<file path="src/rtl/dser_pkg.sv">
package dser_pkg;

  typedef enum logic {
    ST_IDLE = 1'b0,
    ST_SEND = 1'b1
  } dser_state_e;

  // Number of bus words needed for a digest, rounded up.
  function automatic int unsigned words_for(input int unsigned digest_w,
                                            input int unsigned word_w);
    return (digest_w + word_w - 1) / word_w;
  endfunction

  // Width of a counter indexing n words (at least one bit).
  function automatic int unsigned idx_width(input int unsigned n);
    return (n > 1) ? $clog2(n) : 1;
  endfunction

  // Number of genuine digest bits in the final word.
  function automatic int unsigned tail_bits(input int unsigned digest_w,
                                            input int unsigned word_w);
    return digest_w - (words_for(digest_w, word_w) - 1) * word_w;
  endfunction

endpackage

</file>
<file path="src/rtl/dser_frame.sv">
module dser_frame #(
  parameter int unsigned DIGEST_W = 224,
  parameter int unsigned WORD_W   = 32
) (
  input  logic [DIGEST_W-1:0]                                      digest,
  output logic [dser_pkg::words_for(DIGEST_W, WORD_W)*WORD_W-1:0]  frame
);
  localparam int unsigned NUM_WORDS = dser_pkg::words_for(DIGEST_W, WORD_W);
  localparam int unsigned TAIL_W    = dser_pkg::tail_bits(DIGEST_W, WORD_W);
  localparam int unsigned PAD_W     = WORD_W - TAIL_W;

  // Lay the digest out so that the final word is right-aligned and zero-filled.
  generate
    if (PAD_W == 0) begin : g_exact
      assign frame = digest;
    end else if (NUM_WORDS == 1) begin : g_single
      assign frame = {{PAD_W{1'b0}}, digest};
    end else begin : g_padded
      assign frame = {digest[DIGEST_W-1:TAIL_W], {PAD_W{1'b0}}, digest[TAIL_W-1:0]};
    end
  endgenerate

endmodule

</file>
<file path="src/rtl/dser_shift.sv">
module dser_shift #(
  parameter int unsigned WORD_W    = 32,
  parameter int unsigned NUM_WORDS = 7
) (
  input  logic                          clk,
  input  logic                          rst,
  input  logic                          load,
  input  logic                          advance,
  input  logic [NUM_WORDS*WORD_W-1:0]   frame_in,
  output logic [WORD_W-1:0]             word_out
);
  localparam int unsigned FRAME_W = NUM_WORDS * WORD_W;

  logic [FRAME_W-1:0] store_q;
  logic [FRAME_W-1:0] shifted;

  generate
    if (NUM_WORDS == 1) begin : g_one
      assign shifted = '0;
    end else begin : g_many
      assign shifted = {store_q[FRAME_W-WORD_W-1:0], {WORD_W{1'b0}}};
    end
  endgenerate

  always_ff @(posedge clk) begin
    if (rst) begin
      store_q <= '0;
    end else if (load) begin
      store_q <= frame_in;
    end else if (advance) begin
      store_q <= shifted;
    end
  end

  assign word_out = store_q[FRAME_W-1 -: WORD_W];

endmodule

</file>
<file path="src/rtl/dser_ctrl.sv">
module dser_ctrl #(
  parameter int unsigned NUM_WORDS = 7
) (
  input  logic clk,
  input  logic rst,
  input  logic core_valid,
  input  logic out_ack,
  output logic load_evt,
  output logic advance_evt,
  output logic finish_evt,
  output logic core_ack,
  output logic out_valid,
  output logic out_last
);
  import dser_pkg::*;

  localparam int unsigned CNT_W = idx_width(NUM_WORDS);
  localparam logic [CNT_W-1:0] LAST_IDX = CNT_W'(NUM_WORDS - 1);

  dser_state_e      state_q;
  logic [CNT_W-1:0] idx_q;
  logic             ack_q;
  logic             on_last;

  assign on_last     = (idx_q == LAST_IDX);
  assign load_evt    = (state_q == ST_IDLE) && core_valid;
  assign advance_evt = (state_q == ST_SEND) && out_ack;
  assign finish_evt  = advance_evt && on_last;

  always_ff @(posedge clk) begin
    if (rst) begin
      state_q <= ST_IDLE;
      idx_q   <= '0;
      ack_q   <= 1'b0;
    end else begin
      ack_q <= load_evt;
      if (load_evt) begin
        state_q <= ST_SEND;
        idx_q   <= '0;
      end else if (finish_evt) begin
        state_q <= ST_IDLE;
        idx_q   <= '0;
      end else if (advance_evt) begin
        idx_q <= idx_q + 1'b1;
      end
    end
  end

  assign core_ack  = ack_q;
  assign out_valid = (state_q == ST_SEND);
  assign out_last  = (state_q == ST_SEND) && on_last;

endmodule

</file>
<file path="src/rtl/digest_serializer.sv">
module digest_serializer #(
  parameter int unsigned DIGEST_W = 224,
  parameter int unsigned WORD_W   = 32
) (
  input  logic                clk,
  input  logic                rst,
  input  logic [DIGEST_W-1:0] core_digest,
  input  logic                core_valid,
  output logic                core_ack,
  output logic [WORD_W-1:0]   out_data,
  output logic                out_valid,
  input  logic                out_ack,
  output logic                out_last
);
  localparam int unsigned NUM_WORDS = dser_pkg::words_for(DIGEST_W, WORD_W);
  localparam int unsigned FRAME_W   = NUM_WORDS * WORD_W;

  // Named internal events, visible to the bound checker.
  logic               load_evt;
  logic               advance_evt;
  logic               finish_evt;
  logic [FRAME_W-1:0] frame;

  dser_frame #(
    .DIGEST_W (DIGEST_W),
    .WORD_W   (WORD_W)
  ) u_frame (
    .digest (core_digest),
    .frame  (frame)
  );

  dser_ctrl #(
    .NUM_WORDS (NUM_WORDS)
  ) u_ctrl (
    .clk         (clk),
    .rst         (rst),
    .core_valid  (core_valid),
    .out_ack     (out_ack),
    .load_evt    (load_evt),
    .advance_evt (advance_evt),
    .finish_evt  (finish_evt),
    .core_ack    (core_ack),
    .out_valid   (out_valid),
    .out_last    (out_last)
  );

  dser_shift #(
    .WORD_W    (WORD_W),
    .NUM_WORDS (NUM_WORDS)
  ) u_shift (
    .clk      (clk),
    .rst      (rst),
    .load     (load_evt),
    .advance  (advance_evt),
    .frame_in (frame),
    .word_out (out_data)
  );

endmodule

</file>
<file path="config.mk">
export PLATFORM = sky130hd
export DESIGN_NAME = digest_serializer
export DESIGN_NICKNAME = d
export VERILOG_FILES = /design/src/rtl/dser_pkg.sv /design/src/rtl/dser_frame.sv /design/src/rtl/dser_shift.sv /design/src/rtl/dser_ctrl.sv /design/src/rtl/digest_serializer.sv
export SDC_FILE = /design/constraint.sdc
export NUM_CORES = 1
export LEC_CHECK = 0
export BUFFER_PORTS_ARGS = -buffer_cell sky130_fd_sc_hd__buf_2
export CAP_MARGIN = 15
export CORE_MARGIN = 4
export CORE_UTILIZATION = 50
export CTS_CLUSTER_DIAMETER = 80
export CTS_CLUSTER_SIZE = 40
export DETAILED_ROUTE_END_ITERATION = 8
export PLACE_DENSITY = 0.83
export SLEW_MARGIN = 30
export SYNTH_ARGS = -nofsm -noshare
export SYNTH_HDL_FRONTEND = slang
export SYNTH_SLANG_ARGS = --single-unit
</file>
<file path="constraint.sdc">
create_clock -name clk -period 3.95 [get_ports clk]
set_input_delay 0.1975 -clock clk [delete_from_list [all_inputs] [get_ports clk]]
set_output_delay 0.1975 -clock clk [all_outputs]
set_load 0.01 [all_outputs]
</file>
==> out/results.txt <==
The biggest cell delay along the critical path was 0.59 ns; the detailed-route via count was 8,223. The post-route DRC violation count was 0. TritonCTS created 11 clock buffers. The async set or reset register ratio after synthesis came out at 0%.

The post-cts hold buffer count was 75; the number of synthesized flops with an enable pin was 0. Along the worst hold path, the cell count comes to 3. Of the synthesized area, sequential elements account for 51.4%. At the placement stage, the worst setup path has a slack of 1.44 ns. In the synthesized netlist the dominant register cell turns out to be dfxtp_1.

The tools report the iteration count of the initial detailed-routing pass as 5. The worst hold endpoint is u_shift.store_q[36]. IR analysis of the VDD net gives a maximum drop of 331 µV. Setup slack closes at 1.52 ns. At the worst endpoint, the required time is 4.34 ns.

The total negative slack came out at 0 ns. The number of nets in the layout was 1,457. In this run the horizontal extent of the chip is 142 µm. The clock transition at the registers of the reported paths was 0.13 ns; the actual transition at the worst max-transition pin was 0.979 ns. In this run, distinct cell masters in the synthesized netlist total 25. The count of endpoints failing hold in the final timing report came out at 0. The total nets after synthesis was 1,222. The signal on the critical path passes through and2_4, buf_16, buf_4, a22oi_1, a21oi_1. The cell area after technology mapping is 8910 µm². The first global-routing pass estimated 39,500 µm of wire. Routability-driven placement finished with a final weighted congestion of 0.794.

The logs give 0.0197 ns for the final clock skew and 263 for the number of top-level pins. The critical path buffer and inverter count is 2, and the mean cell area of the mapped netlist is 8.99 µm². The sum of routed wire length over all layers was 25,100 µm; the total power density per cell area was 422 nW/µm².

In this run the most critical hold path is launched from core_digest[36]. Static timing analysis puts the maximum clock frequency at 411 MHz. Global routing used 23.7% of the available tracks. The synthesized design spends more area on one cell type than any other, namely dfxtp_1. The worst pin sits at a relative slew slack of 34.7%.

For this design, the sink count on the clock tree is 229. Setup violations remaining at the end of the flow were counted as 0. Fill cells in the final layout number 1,403. Clock tree root buffer cell: clkbuf_16. The number of antenna-violating nets in the routed design came out at 0. The gate count after technology mapping came out at 992.

The cell family contributing the most delay on the critical path is buffers and inverters. The die area was 20,000 µm². The flow ran to the end, and the final reports show no timing, DRC or antenna violations. The violation count after the first detailed-route iteration came out at 735. STA classifies the critical path startpoint as a register. The tools report the number of instances resized during post-cts repair as 0. The multi-input combinational cells in the finished layout cover a total of 3590 µm². In the final layout, flip-flops and latches occupy 4580 µm².

Once the floorplan was initialized, standard cells occupied 51.4% of the core. The worst path uses 61.6% of the clock period. The kind of capture point of the worst setup path was a register. Max-cap violations in this run came to 0. Entering global routing, the biggest net connects 201 pins. The final number of max-transition violations is 0.

The library cell used most frequently in the layout, excluding fill and tap cells, is buf_2. The tools report the buffer levels on the longest clock path as 3. The deepest level of the CTS H-tree came out at 1. Yosys attributes the largest share of cell area to dfxtp_1 (51%), a22oi_1 (17%), a21oi_1 (11%), nand2_1 (8.1%), buf_4 (4.8%).

Setup repair after global routing left no endpoint under its margin. The path category of the worst min-delay check was primary input to register. For flop-to-flop paths, the worst setup slack is 1.52 ns. The logs give 15,600 µm for the placed wire-length estimate after detailed placement and 48 for the number of core rows. The worst reg2reg path depth is 5.

For the number of global-route vias before repair, the log shows 7,707. Clock latency on the worst-skew pair, taken at its later pin, is 0.48 ns. Number of vias per cell after detailed routing: 5.63. The run gives 2.82 ns as the endpoint arrival time on the critical path. TritonCTS built the clock tree.

Dividing the detail-routed wire length by the instance count gives 17.2 µm. The critical setup path kind is register to register. After synthesis, the largest area contributor takes up 51.4% of total cell area. The standard cell with the maximum stage delay on the critical path was dfxtp_1.

The library cells used most frequently in the layout, excluding fill and tap cells, are buf_2 (261), dfxtp_1 (229), a22oi_1 (200). The overall die height works out to 142 µm. The number of antenna violations at the first check in global routing was 4; the residual overflow from global routing was 0.

The flip-flop and latch count after synthesis is 229, and the total of warnings raised by yosys is 0. The core region is 17,400 µm². Post-CTS timing repair inserted 0 buffers for setup. The tools report the startpoint of the worst register-to-register path as u_ctrl.out_valid. The analysis attributes to cell leakage a power of 4.33 nW. The fraction of final layout cells with drive strength greater than 1 works out to 23.8%. The area growth from synthesis to layout is 24.2%.

Along the worst path, the maximum fanout reaches 61. The end of the worst register-to-register path is u_shift.store_q[203]. Final period demand of the worst path: 2.43 ns. Input and output buffers added on the ports amount to 262.
## worst register-to-register path: cells and delay by family, from the launching register on
kind                   cells  cell delay [ns]
AO/OA/AOI/OAI              2             0.35
buffers and inverters      2             0.91
flip-flops                 1             0.59
AND/OR/NAND/NOR            1             0.51
## stage by stage
step / cell area, µm² / util (%) / total power, mW / cells / hold slack (ns)
after floorplan: 8910 / - / 3.07 / 992 / 0.330
after global placement: 9850 / 56.8 / 3.25 / 1359 / 0.412
after detailed placement: 9860 / 56.8 / 3.27 / 1359 / 0.416
after CTS: 11000 / 63.3 / 4.68 / 1451 / 0.000238
after global routing: 11100 / 63.8 / 4.88 / 1460 / 0.00490
final: 11100 / 63.8 / 4.67 / 1461 / 0.00512
## per-layer routing
metal | track usage (%) | vias to the layer above | part of all wire (%)
met2 | 38.5 | 350 | 48
met4 | 7.32 | 0 | 2.8
li1 | - | 3999 | -
met5 | 0 | - | 0
met1 | 32.2 | 3825 | 42
met3 | 4.35 | 49 | 7.3
## cells by family (layout without fill, tap and decap cells)
| kind of cell | after synthesis | in the layout | share of synthesized area, % |
|---|---|---|---|
| AO/OA/AOI/OAI | 418 | 418 | 30.2 |
| XOR/XNOR | 2 | 2 | 0.197 |
| adder cells (fa/ha/maj) | 2 | 2 | 0.281 |
| buffers and inverters | 128 | 367 | 8.48 |
| flip-flops | 229 | 229 | 51.4 |
| multiplexers | 1 | 1 | 0.112 |
| other | 0 | 5 | 0 |
| AND/OR/NAND/NOR | 212 | 212 | 9.35 |
## flip-flops by register name, indices dropped and copies added (netlist names)
register	cells
u_shift.store_q	224
u_ctrl.idx_q	3
u_ctrl.core_ack	1
u_ctrl.out_valid	1
## worst max-delay path by stage
stage                           startpoint              endpoint  slack, ns  depth (start not counted)
final                     u_ctrl.out_valid  u_shift.store_q[203]       1.52                          5
after detailed placement  u_ctrl.out_valid  u_shift.store_q[145]       1.44                          4
after global routing      u_ctrl.out_valid   u_shift.store_q[76]       1.34                          5
after floorplan           u_ctrl.out_valid  u_shift.store_q[100]       2.55                          7
after CTS                 u_ctrl.out_valid  u_shift.store_q[203]       1.38                          4
after global placement    u_ctrl.out_valid  u_shift.store_q[118]       1.52                          4
## report_power, final
part / leakage (nW) / total [mW] / switching [mW] / internal [mW]
clock: 0.181 / 1.38 / 0.805 / 0.570
combinational: 2.27 / 0.728 / 0.399 / 0.329
sequential: 1.88 / 2.57 / 0.0980 / 2.47
## layout make-up
cell class | instances | area share (%)
Inverter | 2 | 0.0678
Clock inverter | 6 | 0.927
Tap cell | 225 | 2.54
Sequential cell | 229 | 41.4
Clock buffer | 11 | 2.49
Timing Repair Buffer | 348 | 20.0
Antenna cell | 5 | 0.113
Multi-Input combinational cell | 635 | 32.5
## cells in the mapped netlist (all sizes together) (2+ instances only)
cell / instances
ha: 2
a22oi: 200
clkbuf: 25
nor2: 12
nand2: 192
dfxtp: 229
nand3: 2
inv: 2
a21oi: 192
buf: 101
a22o: 24
Note: power is estimated with default switching activity, not from simulation.
